===== src/rtl/sc_act_ctrl.sv =====
module sc_act_ctrl #(
  parameter int CLK_PERIOD_NS = 5,
  parameter int WINDOW_NS     = 400,
  parameter int STEP_CYCLES   = 16
) (
  input  logic       clk,
  input  logic       rst_n,
  input  logic       cmd5_n,
  input  logic       cmd3_n,
  input  logic       host_rst,
  input  logic [1:0] div_sel,
  input  logic       card_present,
  input  logic       vcc_fault,
  input  logic       ovc_fault,
  input  logic       vdd_fault,
  output logic       off_n,
  output logic [1:0] vsel,
  output logic       vcc_en,
  output logic       io_en,
  output logic       card_clk,
  output logic       card_rst
);
  localparam int WIN_CYC = WINDOW_NS / CLK_PERIOD_NS;
  localparam int WCW     = $clog2(WIN_CYC + 1);
  localparam int SW      = $clog2(STEP_CYCLES + 1);

  typedef enum logic [2:0] {S_IDLE, S_WAIT, S_UP, S_ON, S_DOWN, S_LOCK} st_t;

  st_t            st;
  logic [2:0]     lvl;
  logic [SW-1:0]  tmr;
  logic [WCW-1:0] wcnt;
  logic [1:0]     vreg;
  logic           flt;

  wire c5      = ~cmd5_n;
  wire c3      = ~cmd3_n;
  wire any_cmd = c5 | c3;
  wire both    = c5 & c3;
  wire fault   = ~card_present | vcc_fault | ovc_fault | vdd_fault;
  wire session = (st == S_UP) || (st == S_ON);
  wire clk_en  = lvl >= 3'd3;
  wire rst_en  = lvl == 3'd4;

  assign vcc_en   = lvl != 3'd0;
  assign io_en    = lvl >= 3'd2;
  assign vsel     = vcc_en ? vreg : 2'b00;
  assign off_n    = (st == S_IDLE) ? card_present : ~flt;
  assign card_rst = host_rst & rst_en;

  always_ff @(posedge clk or negedge rst_n) begin
    if (!rst_n) begin
      st   <= S_IDLE;
      lvl  <= '0;
      tmr  <= '0;
      wcnt <= '0;
      vreg <= 2'b00;
      flt  <= 1'b0;
    end else begin
      case (st)
        S_IDLE: begin
          flt <= 1'b0;
          if (both) begin
            vreg <= 2'b11;
            lvl  <= 3'd1;
            tmr  <= SW'(STEP_CYCLES - 1);
            st   <= S_UP;
          end else if (any_cmd) begin
            vreg <= c5 ? 2'b01 : 2'b10;
            wcnt <= '0;
            st   <= S_WAIT;
          end
        end
        S_WAIT: begin
          if (!any_cmd) st <= S_IDLE;
          else if (both || wcnt == WCW'(WIN_CYC - 1)) begin
            if (both) vreg <= 2'b11;
            lvl <= 3'd1;
            tmr <= SW'(STEP_CYCLES - 1);
            st  <= S_UP;
          end else wcnt <= wcnt + 1'b1;
        end
        S_UP, S_ON: begin
          if (fault || !any_cmd) begin
            flt <= fault;
            tmr <= '0;
            st  <= S_DOWN;
          end else if (st == S_UP) begin
            if (tmr == '0) begin
              lvl <= lvl + 3'd1;
              tmr <= SW'(STEP_CYCLES - 1);
              if (lvl == 3'd3) st <= S_ON;
            end else tmr <= tmr - 1'b1;
          end
        end
        S_DOWN: begin
          if (tmr == '0) begin
            if (lvl == 3'd0) st <= any_cmd ? S_LOCK : S_IDLE;
            else begin
              lvl <= lvl - 3'd1;
              tmr <= SW'(STEP_CYCLES - 1);
            end
          end else tmr <= tmr - 1'b1;
        end
        S_LOCK:  if (!any_cmd) st <= S_IDLE;
        default: st <= S_IDLE;
      endcase
    end
  end

  function automatic logic [2:0] half_m1(input logic [1:0] s);
    return 3'((4'd1 << s) - 4'd1);
  endfunction

  logic [1:0] cur_sel;
  logic [2:0] hc;
  logic       ck;
  wire        run = clk_en | ck;

  always_ff @(posedge clk or negedge rst_n) begin
    if (!rst_n) begin
      ck      <= 1'b0;
      cur_sel <= 2'b00;
      hc      <= 3'd0;
    end else if (!run) begin
      ck      <= 1'b0;
      cur_sel <= div_sel;
      hc      <= half_m1(div_sel);
    end else if (hc == 3'd0) begin
      ck <= ~ck;
      if (ck) begin
        cur_sel <= div_sel;
        hc      <= half_m1(div_sel);
      end else hc <= half_m1(cur_sel);
    end else hc <= hc - 3'd1;
  end

  assign card_clk = ck;

  AST_CLK_NEEDS_IO: assert property (@(posedge clk) disable iff (!rst_n) card_clk |-> io_en);
  AST_OFF_ON_FAULT: assert property (@(posedge clk) disable iff (!rst_n) (session && fault) |=> !off_n);
  AST_LATE_EDGE: assert property (@(posedge clk) disable iff (!rst_n) (st == S_ON && any_cmd && !fault) |=> $stable(vsel));
  AST_DOWN_NO_RISE: assert property (@(posedge clk) disable iff (!rst_n) (st == S_DOWN) |=> !$rose(vcc_en));
  AST_WAIT_NO_VCC: assert property (@(posedge clk) disable iff (!rst_n) (st == S_WAIT) |-> !vcc_en);
endmodule


===== config.mk =====
export PLATFORM = sky130hd
export DESIGN_NAME = sc_act_ctrl
export DESIGN_NICKNAME = d
export VERILOG_FILES = /design/src/rtl/sc_act_ctrl.sv
export SDC_FILE = /design/constraint.sdc
export NUM_CORES = 1
export LEC_CHECK = 0
export BUFFER_PORTS_ARGS = -buffer_cell sky130_fd_sc_hd__buf_4
export CORE_ASPECT_RATIO = 0.9
export CORE_MARGIN = 2
export CORE_UTILIZATION = 63
export DETAILED_ROUTE_END_ITERATION = 16
export GPL_ROUTABILITY_DRIVEN = 0
export PLACE_DENSITY_LB_ADDON = 0.12
export SLEW_MARGIN = 20
export SYNTH_ARGS = -nofsm -noshare
export SYNTH_HDL_FRONTEND = slang
export SYNTH_SLANG_ARGS = --single-unit

===== constraint.sdc =====
create_clock -name clk -period 5.2 [get_ports clk]
set_input_delay 0.52 -clock clk [delete_from_list [all_inputs] [get_ports clk]]
set_output_delay 0.52 -clock clk [all_outputs]
set_load 0.01 [all_outputs]

==> qor.csv, run 1 <==
stage,metric,value,unit
layout,nets,222,
clock_network,clock root cell,clkbuf_4,
sta,Max Slew Vio Count,0,
yosys,share of the yosys chip area belonging to registers,38.4,%
floorplanning,# IOs,18,
place,HPWL Detailed,2.65,mm
sta,Hold Fails Final Rpt,0,
global_routing,number of global-route vias before repair,1386,
floorplanning,initial core utilization,65.0,%
min_path,Hold/Removal Path Class,in -> async,
clock_network,post_cts resized,0,
layout,Reg area,676,sq um
layout,fin cells,235,
yosys,Syn Std Cell Area,1760,sq um
layout,most frequent cells in the layout,"27 x dfrtp_1, 22 x nor2_1, 20 x nand2_1",
setup_path,crit path max fanout,7,
clock_network,CTS max path bufs,2,
yosys,syn_nets,206,
sta,RSZ-0062 raised after global routing,no,
setup_path,Critical Path End Type,flop,
clock_network,clock latency on the worst-skew pair,0.34,ns
layout,# diodes,0,
detailed_routing,total number of vias,1462,
power_and_ir_drop,static leakage,0.000822,uW
yosys,Synth async-reset ratio,100,%
layout,Syn-to-layout area delta,9.18,%
yosys,Yosys cell types,49,
power_and_ir_drop,peak supply drop,0.325,mV
yosys,ys flop type,dfrtp_1,
sta,Period minus WS final,2.33,ns
place,Place WS,2.89,ns
place,Port-buffer cells,17,
clock_network,cts-stage hold buffer count,0,
global_routing,first-pass GRT wire length,6.02,mm
detailed_routing,Via-to-Cell Ratio,6.22,
detailed_routing,DR iter-0 viols,93,
place,cell count after placement,231,
setup_path,"Data required, critical path",5.43,ns
floorplanning,Die ar.,3230,sq um
layout,multi-input logic area,1010,sq um
sta,clk_skew,0.0148,ns
floorplanning,Std-Cell Rows,18,
layout,"most common cell after layout, fill and taps aside",dfrtp_1,
clock_network,Sink Count,27,
yosys,#FFs+latches synth,27,
sta,Slew headroom,59.0,%
detailed_routing,Routed WL per cell,15.0,um
sta,Worst Slack Setup Final,2.87,ns
clock_network,TritonCTS buffer count,3,
clock_network,CTS tree,built,
clock_network,H-Tree Depth,1,
sta,maximum clock frequency,429,MHz
run,max_cap viols,0,
detailed_routing,DRC errors left,0,
global_routing,total congestion overflow,0,
sta,final worst-path cycle share,44.8,%
floorplanning,die extent in x,59.7,um
setup_path,worst setup path category,reg -> reg,
sta,Final Setup Violations,0,
global_routing,gr usage total,24.6,%
detailed_routing,WL final,3.54,mm
floorplanning,chip height,54.1,um
floorplanning,Core Footprint,2700,sq um
sta,setup_tns,0,ns
setup_path,worst endpoint data arrival time,2.56,ns
yosys,Syn. warnings,0,
global_routing,largest net degree at the start of global routing,28,
sta,worst-margin pin slew,0.610,ns
status,outcome,completed,
clock_network,postcts setup bufs,0,
clock_network,Clock transition at path regs,0.16,ns
detailed_routing,Detail Route Antenna Nets,0,
setup_path,startpoint type of the worst setup path,flop,
yosys,Cells after Synth,190,
layout,share of cells above drive strength 1,17.6,%
power_and_ir_drop,PwrDens,523,nW/um^2
global_routing,initial antenna violation count,0,
yosys,Avg Synthesized Cell Area,9.25,sq um
yosys,"EDFF count, synth",0,
detailed_routing,DRT Pass-1 Iters,4,
layout,Fill cells,218,
-- cells by family after synthesis --
family,count (synthesis),share of synthesized area [%]
buf+inv,16,4.13
fa+ha+maj,5,3.99
mux,13,7.97
xor+xnor,8,3.99
compound gates,52,20.1
flops,27,38.4
simple gates,69,21.4
-- worst paths after layout --
kind / startpoint / endpoint / slack, ns / cells past startpoint
max: tmr[0] / lvl[0] / 2.87 / 7
min: rst_n / wcnt[3] / 0.06 / 1
max reg2reg: tmr[0] / lvl[0] / 2.87 / 7
min reg2reg: flt / flt / 0.56 / 1
max in group asynchronous: rst_n / lvl[2] / 4.88 / 1
min in group clk: cmd3_n / vreg[1] / 0.40 / 2
-- layout make-up --
class	count	area share, %
multi-input combinational	147	52.6
sequential	27	35.2
timing repair buffer	17	6.65
inverter	10	1.96
tap	30	1.96
clock buffer	3	1.17
clock inverter	1	0.456
-- Yosys cell counts, types with 4 or more instances --
| master | n | area, sq um |
|---|---|---|
| mux2i_1 | 5 | 50.1 |
| mux2_1 | 6 | 67.6 |
| ha_1 | 4 | 50.1 |
| o21ai_0 | 13 | 65.1 |
| nor2_1 | 22 | 82.6 |
| buf_2 | 4 | 20.0 |
| nor2b_1 | 4 | 25.0 |
| a21oi_1 | 13 | 65.1 |
| dfrtp_1 | 27 | 676 |
| nand2_1 | 20 | 75.1 |
| inv_1 | 9 | 33.8 |
| xor2_1 | 5 | 43.8 |
-- critical path: stages, from the launching register on --
cell     delay [ns]
dfrtp_1        0.44
inv_1          0.07
ha_1           0.20
or4b_1         0.61
nor4_2         0.30
o21ai_2        0.12
nor2_1         0.16
mux2_1         0.33
-- sequential cells by signal, summed over array words and instances, names as in the netlist --
| signal | cells |
|---|---|
| lvl | 3 |
| cur_sel | 2 |
| hc | 3 |
| wcnt | 7 |
| vreg | 2 |
| st | 3 |
| flt | 1 |
| card_clk | 1 |
| tmr | 5 |
-- per-stage QoR --
| step | utilization (%) | hold slack (ns) | area [sq um] | power (uW) |
|---|---|---|---|---|
| after CTS | 71.0 | 0.0610 | 1920 | 1010 |
| after global routing | 71.0 | 0.0576 | 1920 | 1100 |
| after detailed placement | 69.9 | 0.453 | 1890 | 904 |
| after global placement | 69.9 | 0.447 | 1890 | 878 |
| after floorplan | - | 0.224 | 1760 | 766 |
| final | 71.0 | 0.0553 | 1920 | 1000 |
-- metal layers --
metal | vias to the layer above | GRT usage, % | share of wire, % | wire length (um)
met5 | - | 0 | 0 | 0
met4 | 0 | 10.4 | 1.9 | 66
met3 | 7 | 3.13 | 3.9 | 139
met2 | 44 | 41.7 | 49 | 1750
met1 | 705 | 31.6 | 45 | 1580
li1 | 706 | - | - | -
-- where the power goes --
group | internal, uW | total [uW] | leakage, uW | switching (uW)
clock | 31.5 | 98.4 | 0.0000183 | 66.9
sequential | 285 | 381 | 0.000335 | 95.9
combinational | 237 | 524 | 0.000469 | 287
Note: power is estimated with default switching activity, not from simulation.
==> run 2: changes to the inputs <==
--- a/config.mk
+++ b/config.mk
@@ -8,7 +8,7 @@
 export BUFFER_PORTS_ARGS = -buffer_cell sky130_fd_sc_hd__buf_4
 export CORE_ASPECT_RATIO = 0.9
 export CORE_MARGIN = 2
-export CORE_UTILIZATION = 63
+export CORE_UTILIZATION = 53
 export DETAILED_ROUTE_END_ITERATION = 16
 export GPL_ROUTABILITY_DRIVEN = 0
 export PLACE_DENSITY_LB_ADDON = 0.12
==> constraint.sdc (replaced) <==
create_clock -name clk -period 1.9 [get_ports clk]
set_input_delay 0.19 -clock clk [delete_from_list [all_inputs] [get_ports clk]]
set_output_delay 0.19 -clock clk [all_outputs]
set_load 0.01 [all_outputs]
==> run 2 against run 1 <==
Critical endpoint unchanged. The run now ends with negative setup slack left. Power grew to 3.4 times the previous value. Largest power group unchanged. Wire length is 22% higher. Maximum frequency increased by 15%. Via count increased by 9.2%.
==> qor.csv, run 2 (same netlist as run 1, synthesis figures left out) <==
stage,metric,value,unit,change
place,Place WS,-0.242,ns,-3.13 ns
floorplanning,chip height,58.6,um,+8.4%
clock_network,CTS tree,built,,
power_and_ir_drop,static leakage,0.00102,uW,+25%
sta,Max Slew Vio Count,0,,unchanged
layout,Syn-to-layout area delta,30.8,%,
run,max_cap viols,0,,unchanged
sta,final worst-path cycle share,107,%,+62 points
layout,fin cells,281,,+20%
min_path,worst hold path depth,2,,
place,Port-buffer cells,17,,unchanged
floorplanning,Std-Cell Rows,19,,+1
global_routing,gr usage total,22.8,%,-1.8 points
layout,# diodes,0,,unchanged
clock_network,Sink Count,27,,unchanged
detailed_routing,DRC errors left,0,,unchanged
setup_path,"Data required, critical path",2.06,ns,-3.37 ns
sta,Worst Slack Setup Final,-0.130,ns,-3.00 ns
setup_path,Critical Path End Type,flop,,
floorplanning,Core Footprint,3110,sq um,+15%
floorplanning,die extent in x,64.7,um,+8.4%
floorplanning,Die ar.,3790,sq um,+17%
status,violated checks,negative setup slack,,
sta,Final Setup Violations,8,,+8
global_routing,number of global-route vias before repair,1498,,+8.1%
clock_network,Clock transition at path regs,0.10,ns,-0.06 ns
layout,Largest regs,"wcnt (7), tmr (5)",,
floorplanning,initial core utilization,56.4,%,-8.6 points
detailed_routing,top layer in use,met4,,
layout,share of cells above drive strength 1,34.3,%,+17 points
power_and_ir_drop,PwrDens,1490,nW/um^2,+180%
power_and_ir_drop,peak supply drop,0.870,mV,+170%
sta,worst-margin pin slew,0.460,ns,-0.150 ns
place,HPWL Detailed,3.10,mm,+17%
setup_path,CP cell instances,inv_1 -> ha_2 -> or4b_4 -> nor4_4 -> o21ai_2 -> nor2_2 -> mux2_4,,
layout,Fill cells,226,,+3.7%
detailed_routing,total number of vias,1597,,+9.2%
layout,nets,256,,+15%
layout,most frequent cells in the layout,"49 x buf_4, 27 x dfrtp_1, 21 x nor2_1",,
global_routing,first-pass GRT wire length,6.70,mm,+11%
detailed_routing,met2 routed WL,2.19,mm,+25%
detailed_routing,DRT met1 WL,1.90,mm,+20%
sta,clk_skew,0.0124,ns,-0.00244 ns
detailed_routing,met3 wire len,191,um,+37%
setup_path,CP peak stage delay,0.52,ns,-0.09 ns
sta,Hold Fails Final Rpt,0,,unchanged
layout,max reg flops,7,,unchanged
detailed_routing,WL final,4.33,mm,+22%
sta,RSZ-0062 raised after global routing,yes,,
sta,Period minus WS final,2.03,ns,-0.299 ns
setup_path,crit path max fanout,4,,-3
detailed_routing,Routed WL per cell,15.4,um,+2.3%
clock_network,CTS max path bufs,2,,unchanged
detailed_routing,DR iter-0 viols,84,,-9.7%
sta,maximum clock frequency,493,MHz,+15%
setup_path,slowest cell on the critical path,or4b_4,,
detailed_routing,Via-to-Cell Ratio,5.68,,-8.6%
detailed_routing,Detail Route Antenna Nets,0,,unchanged
global_routing,initial antenna violation count,0,,unchanged
sta,Slew headroom,69.1,%,+10 points
clock_network,TritonCTS buffer count,3,,unchanged
status,outcome,"complete, but fails checks",,
layout,post-route cell area,2300,sq um,+20%
layout,Top reg by flops,wcnt,,
setup_path,R2R cell count,7,,unchanged
clock_network,clock latency on the worst-skew pair,0.28,ns,-0.06 ns
setup_path,startpoint type of the worst setup path,flop,,
clock_network,H-Tree Depth,1,,unchanged
place,placed cell area,2120,sq um,+12%
setup_path,worst setup path category,reg -> reg,,
min_path,Hold/Removal Path Class,in -> reg,,
layout,"most common cell after layout, fill and taps aside",buf_4,,
global_routing,total congestion overflow,0,,unchanged
detailed_routing,DRT Pass-1 Iters,4,,unchanged
place,cell count after placement,270,,+17%
global_routing,largest net degree at the start of global routing,28,,unchanged
setup_path,worst endpoint data arrival time,2.19,ns,-0.37 ns
clock_network,clock root cell,clkbuf_8,,
floorplanning,# IOs,18,,unchanged
## run 2: cell types whose count changed in the layout (fill, tap and decap cells not counted), moves of 3 or more
| cell | before | now |
|---|---|---|
| buf_4 | 17 | 49 |
| clkbuf_4 | 3 | 0 |
| clkbuf_8 | 0 | 3 |
| mux2_1 | 6 | 3 |
| mux2_4 | 0 | 3 |
## run 2: stage by stage
| stage | hold WS [ns] | TNS (ns) | util [%] | total power [uW] |
|---|---|---|---|---|
| floorplan | -0.106 | -0.283 | - | 2100 |
| global placement | 0.125 | -0.784 | 68.0 | 2740 |
| detailed placement | 0.131 | -1.35 | 68.0 | 2850 |
| CTS | 0.149 | -0.668 | 71.8 | 3290 |
| global route | 0.152 | -1.24 | 73.8 | 3660 |
| finish | 0.150 | -0.535 | 73.8 | 3420 |
## run 2: routing by layer
| metal | global-route usage (%) | vias up |
|---|---|---|
| met5 | 0 | - |
| met4 | 5.17 | 0 |
| met3 | 3.44 | 6 |
| met2 | 40.1 | 44 |
| met1 | 30.0 | 774 |
| li1 | - | 773 |
## run 2: layout make-up
cell class | count | area (sq um) | area share [%]
multi-input combinational | 147 | 1100 | 47.7
sequential | 27 | 676 | 29.4
timing repair buffer | 51 | 389 | 16.9
tap | 42 | 52.6 | 2.29
clock buffer | 3 | 41.3 | 1.80
inverter | 10 | 37.5 | 1.63
clock inverter | 1 | 7.51 | 0.326
## run 2: path summary, 6_finish.rpt
| path | from | end | slack, ns |
|---|---|---|---|
| hold reg to reg | vreg[0] | vreg[0] | 0.56 |
| min in group asynchronous | rst_n | st[0] | 0.34 |
| max in group asynchronous | rst_n | hc[1] | 1.28 |
| hold / removal | cmd3_n | vreg[1] | 0.15 |
| setup / recovery | tmr[1] | lvl[0] | -0.13 |
| setup reg to reg | tmr[1] | lvl[0] | -0.13 |
## run 2: critical path: cells and delay by family (launching register included)
kind / cells / cell delay, ns
buf+inv: 1 / 0.06
compound gates: 1 / 0.11
simple gates: 3 / 0.85
flops: 1 / 0.39
fa+ha+maj: 1 / 0.17
mux: 1 / 0.32
## run 2: timing repair
| item | CTS | global route |
|---|---|---|
| hold endpoints to repair | 27 | 0 |
| buffers inserted | 2 | 4 |
| pin swaps | 7 | 6 |
| hold buffers | 1 | 0 |
| resized for setup | 11 | 7 |
| endpoints found under the setup margin | 10 | 11 |
## run 2: report_power, final
part	switching, uW	internal [uW]
Clock	190	149
Sequential	136	783
Combinational	1120	1040
==> run 3: changes to the inputs <==
==> constraint.sdc (replaced) <==
create_clock -name clk -period 1.9 [get_ports clk]
set_input_delay 0.57 -clock clk [delete_from_list [all_inputs] [get_ports clk]]
set_output_delay 0.57 -clock clk [all_outputs]
set_load 0.01 [all_outputs]
==> run 3 against run 2 <==
The run still ends with negative setup slack left. Register-to-register slack about the same. Global-route usage up 1.1 points. Setup slack better by 0.0021 ns. Critical endpoint is now st[0]. Cell area up 3.1%. Sequential share of layout area down 0.83 points. Final cell count up 1.4%. Sequential power up 2.8%. Non-clock buffer count up 4. Clock skew down 0.0065 ns.
==> qor.csv, run 3 (same netlist as run 1, synthesis figures left out) <==
stage,metric,value,unit,change
layout,"most common cell after layout, fill and taps aside",buf_4,,
sta,Final Setup Violations,9,,+1
floorplanning,# IOs,18,,unchanged
setup_path,startpoint type of the worst setup path,flop,,
detailed_routing,DRT Pass-1 Iters,4,,unchanged
global_routing,first-pass GRT wire length,7.15,mm,+6.7%
setup_path,crit path from,tmr[1],,
layout,Syn-to-layout area delta,34.9,%,
sta,Slew headroom,70.9,%,+1.8 points
place,placed cell area,2180,sq um,+3.1%
setup_path,worst endpoint data arrival time,2.20,ns,about the same
global_routing,largest net degree at the start of global routing,28,,unchanged
sta,RSZ-0062 raised after global routing,yes,,
sta,final worst-path cycle share,107,%,-0.11 points
run,max_cap viols,0,,unchanged
place,Port-buffer cells,17,,unchanged
power_and_ir_drop,Pwr Total,3530,uW,+3.3%
floorplanning,Std-Cell Rows,19,,unchanged
layout,nets,260,,+1.6%
global_routing,number of global-route vias before repair,1615,,+7.8%
setup_path,crit path max fanout,6,,+2
sta,Max Slew Vio Count,0,,unchanged
clock_network,clock root cell,clkbuf_8,,
floorplanning,Die ar.,3790,sq um,unchanged
sta,maximum clock frequency,493,MHz,+0.10%
power_and_ir_drop,static leakage,0.00106,uW,+3.6%
detailed_routing,total number of vias,1634,,+2.3%
sta,Period minus WS final,2.03,ns,-0.00206 ns
status,outcome,"complete, but fails checks",,
setup_path,"Data required, critical path",2.08,ns,+0.02 ns
sta,Hold Fails Final Rpt,0,,unchanged
min_path,Hold/Removal Path Class,in -> async,,
setup_path,Worst Setup EP,st[0],,
detailed_routing,Via-to-Cell Ratio,5.73,,+0.88%
global_routing,gr usage total,23.9,%,+1.1 points
power_and_ir_drop,peak supply drop,1.00,mV,+15%
detailed_routing,Routed WL per cell,14.8,um,-3.5%
place,HPWL Detailed,3.02,mm,-2.7%
floorplanning,chip height,58.6,um,unchanged
setup_path,r2r endpoint,st[0],,
clock_network,clock latency on the worst-skew pair,0.29,ns,about the same
global_routing,initial antenna violation count,0,,unchanged
setup_path,Critical Path End Type,flop,,
global_routing,total congestion overflow,0,,unchanged
place,Place WS,-0.271,ns,-0.0292 ns
sta,Worst Slack Setup Final,-0.128,ns,+0.00206 ns
setup_path,R2R Setup Slk,-0.13,ns,about the same
floorplanning,initial core utilization,56.4,%,unchanged
clock_network,CTS tree,built,,
power_and_ir_drop,PwrDens,1490,nW/um^2,+0.23%
sta,worst-margin pin slew,0.437,ns,-0.0230 ns
clock_network,Clock transition at path regs,0.10,ns,about the same
layout,Top reg by flops,wcnt,,
setup_path,R2R cell count,7,,unchanged
layout,most frequent cells in the layout,"52 x buf_4, 26 x dfrtp_1, 20 x nor2_1",,
clock_network,Sink Count,27,,unchanged
detailed_routing,DRC errors left,0,,unchanged
setup_path,worst setup path category,reg -> reg,,
detailed_routing,Detail Route Antenna Nets,0,,unchanged
floorplanning,die extent in x,64.7,um,unchanged
detailed_routing,DR iter-0 viols,67,,-20%
clock_network,CTS max path bufs,2,,unchanged
clock_network,TritonCTS buffer count,3,,unchanged
layout,post-route cell area,2370,sq um,+3.1%
layout,share of cells above drive strength 1,38.3,%,+4.0 points
floorplanning,Core Footprint,3110,sq um,unchanged
setup_path,worst reg2reg path startpoint,tmr[1],,
status,violated checks,negative setup slack,,
layout,max reg flops,7,,unchanged
layout,Largest regs,"wcnt (7), tmr (5)",,
clock_network,cts-stage hold buffer count,0,,-1
detailed_routing,WL final,4.23,mm,-2.2%
sta,clk_skew,0.00583,ns,-0.00653 ns
clock_network,H-Tree Depth,1,,unchanged
layout,# diodes,0,,unchanged
-- run 3: cell count changes in the layout (fill, tap and decap cells not counted), moves of 2 or more --
cell,change
buf_4,+3
buf_6,+2
nor3_2,+2
o31ai_4,+2
-- run 3: worst max-delay path: stages, from the launching register on --
cell	delay [ns]
dfrtp_1	0.40
inv_1	0.06
ha_2	0.18
or4b_4	0.54
buf_4	0.18
a21oi_2	0.14
o22ai_2	0.10
mux2_1	0.31
-- run 3: per-stage QoR --
stage          hold WS [ns]  setup TNS, ns  util [%]  cells
2_1_floorplan         0.274         -0.271         -    190
3_3_place_gp          0.499          -2.07      70.1    275
3_5_place_dp          0.510          -2.30      70.1    275
4_1_cts               0.198         -0.393      73.6    283
5_1_grt               0.192          -1.45      76.1    285
6_report              0.175         -0.551      76.1    285
-- run 3: where the power goes --
part | switching [uW] | internal [uW] | total, uW
Clock | 199 | 150 | 349
Sequential | 160 | 785 | 945
Combinational | 1140 | 1090 | 2240
Total | 1500 | 2030 | 3530
-- run 3: cell type report --
| class | instances | area (sq um) |
|---|---|---|
| Timing Repair Buffer | 55 | 424 |
| Inverter | 10 | 40.0 |
| Tap cell | 42 | 52.6 |
| Clock buffer | 3 | 41.3 |
| Multi-Input combinational cell | 147 | 1130 |
| Clock inverter | 1 | 7.51 |
| Sequential cell | 27 | 677 |
| Fill cell | 206 | 743 |
-- run 3: how the worst min path moves through the flow --
stage,slack (ns),start,depth (start not counted),to
finish,0.18,rst_n,1,vreg[1]
detailed placement,0.51,rst_n,1,wcnt[2]
global route,0.19,rst_n,1,wcnt[1]
CTS,0.20,rst_n,1,wcnt[1]
floorplan,0.27,rst_n,0,card_clk
global placement,0.50,rst_n,1,wcnt[2]
-- run 3: metal layers --
| metal | GRT usage [%] | up-vias | part of all wire, % | wire (um) |
|---|---|---|---|---|
| met5 | 0 | - | 0 | 0 |
| met4 | 6.69 | 0 | 1.7 | 73 |
| met3 | 4.59 | 7 | 3.0 | 128 |
| met2 | 41.1 | 35 | 50 | 2110 |
| met1 | 31.1 | 800 | 45 | 1920 |
| li1 | - | 792 | - | - |
-- run 3: what timing repair did --
action	CTS	global route
setup endpoints to repair	14	14
gates resized for setup	9	14
pin swaps	2	0
buffers inserted	4	3
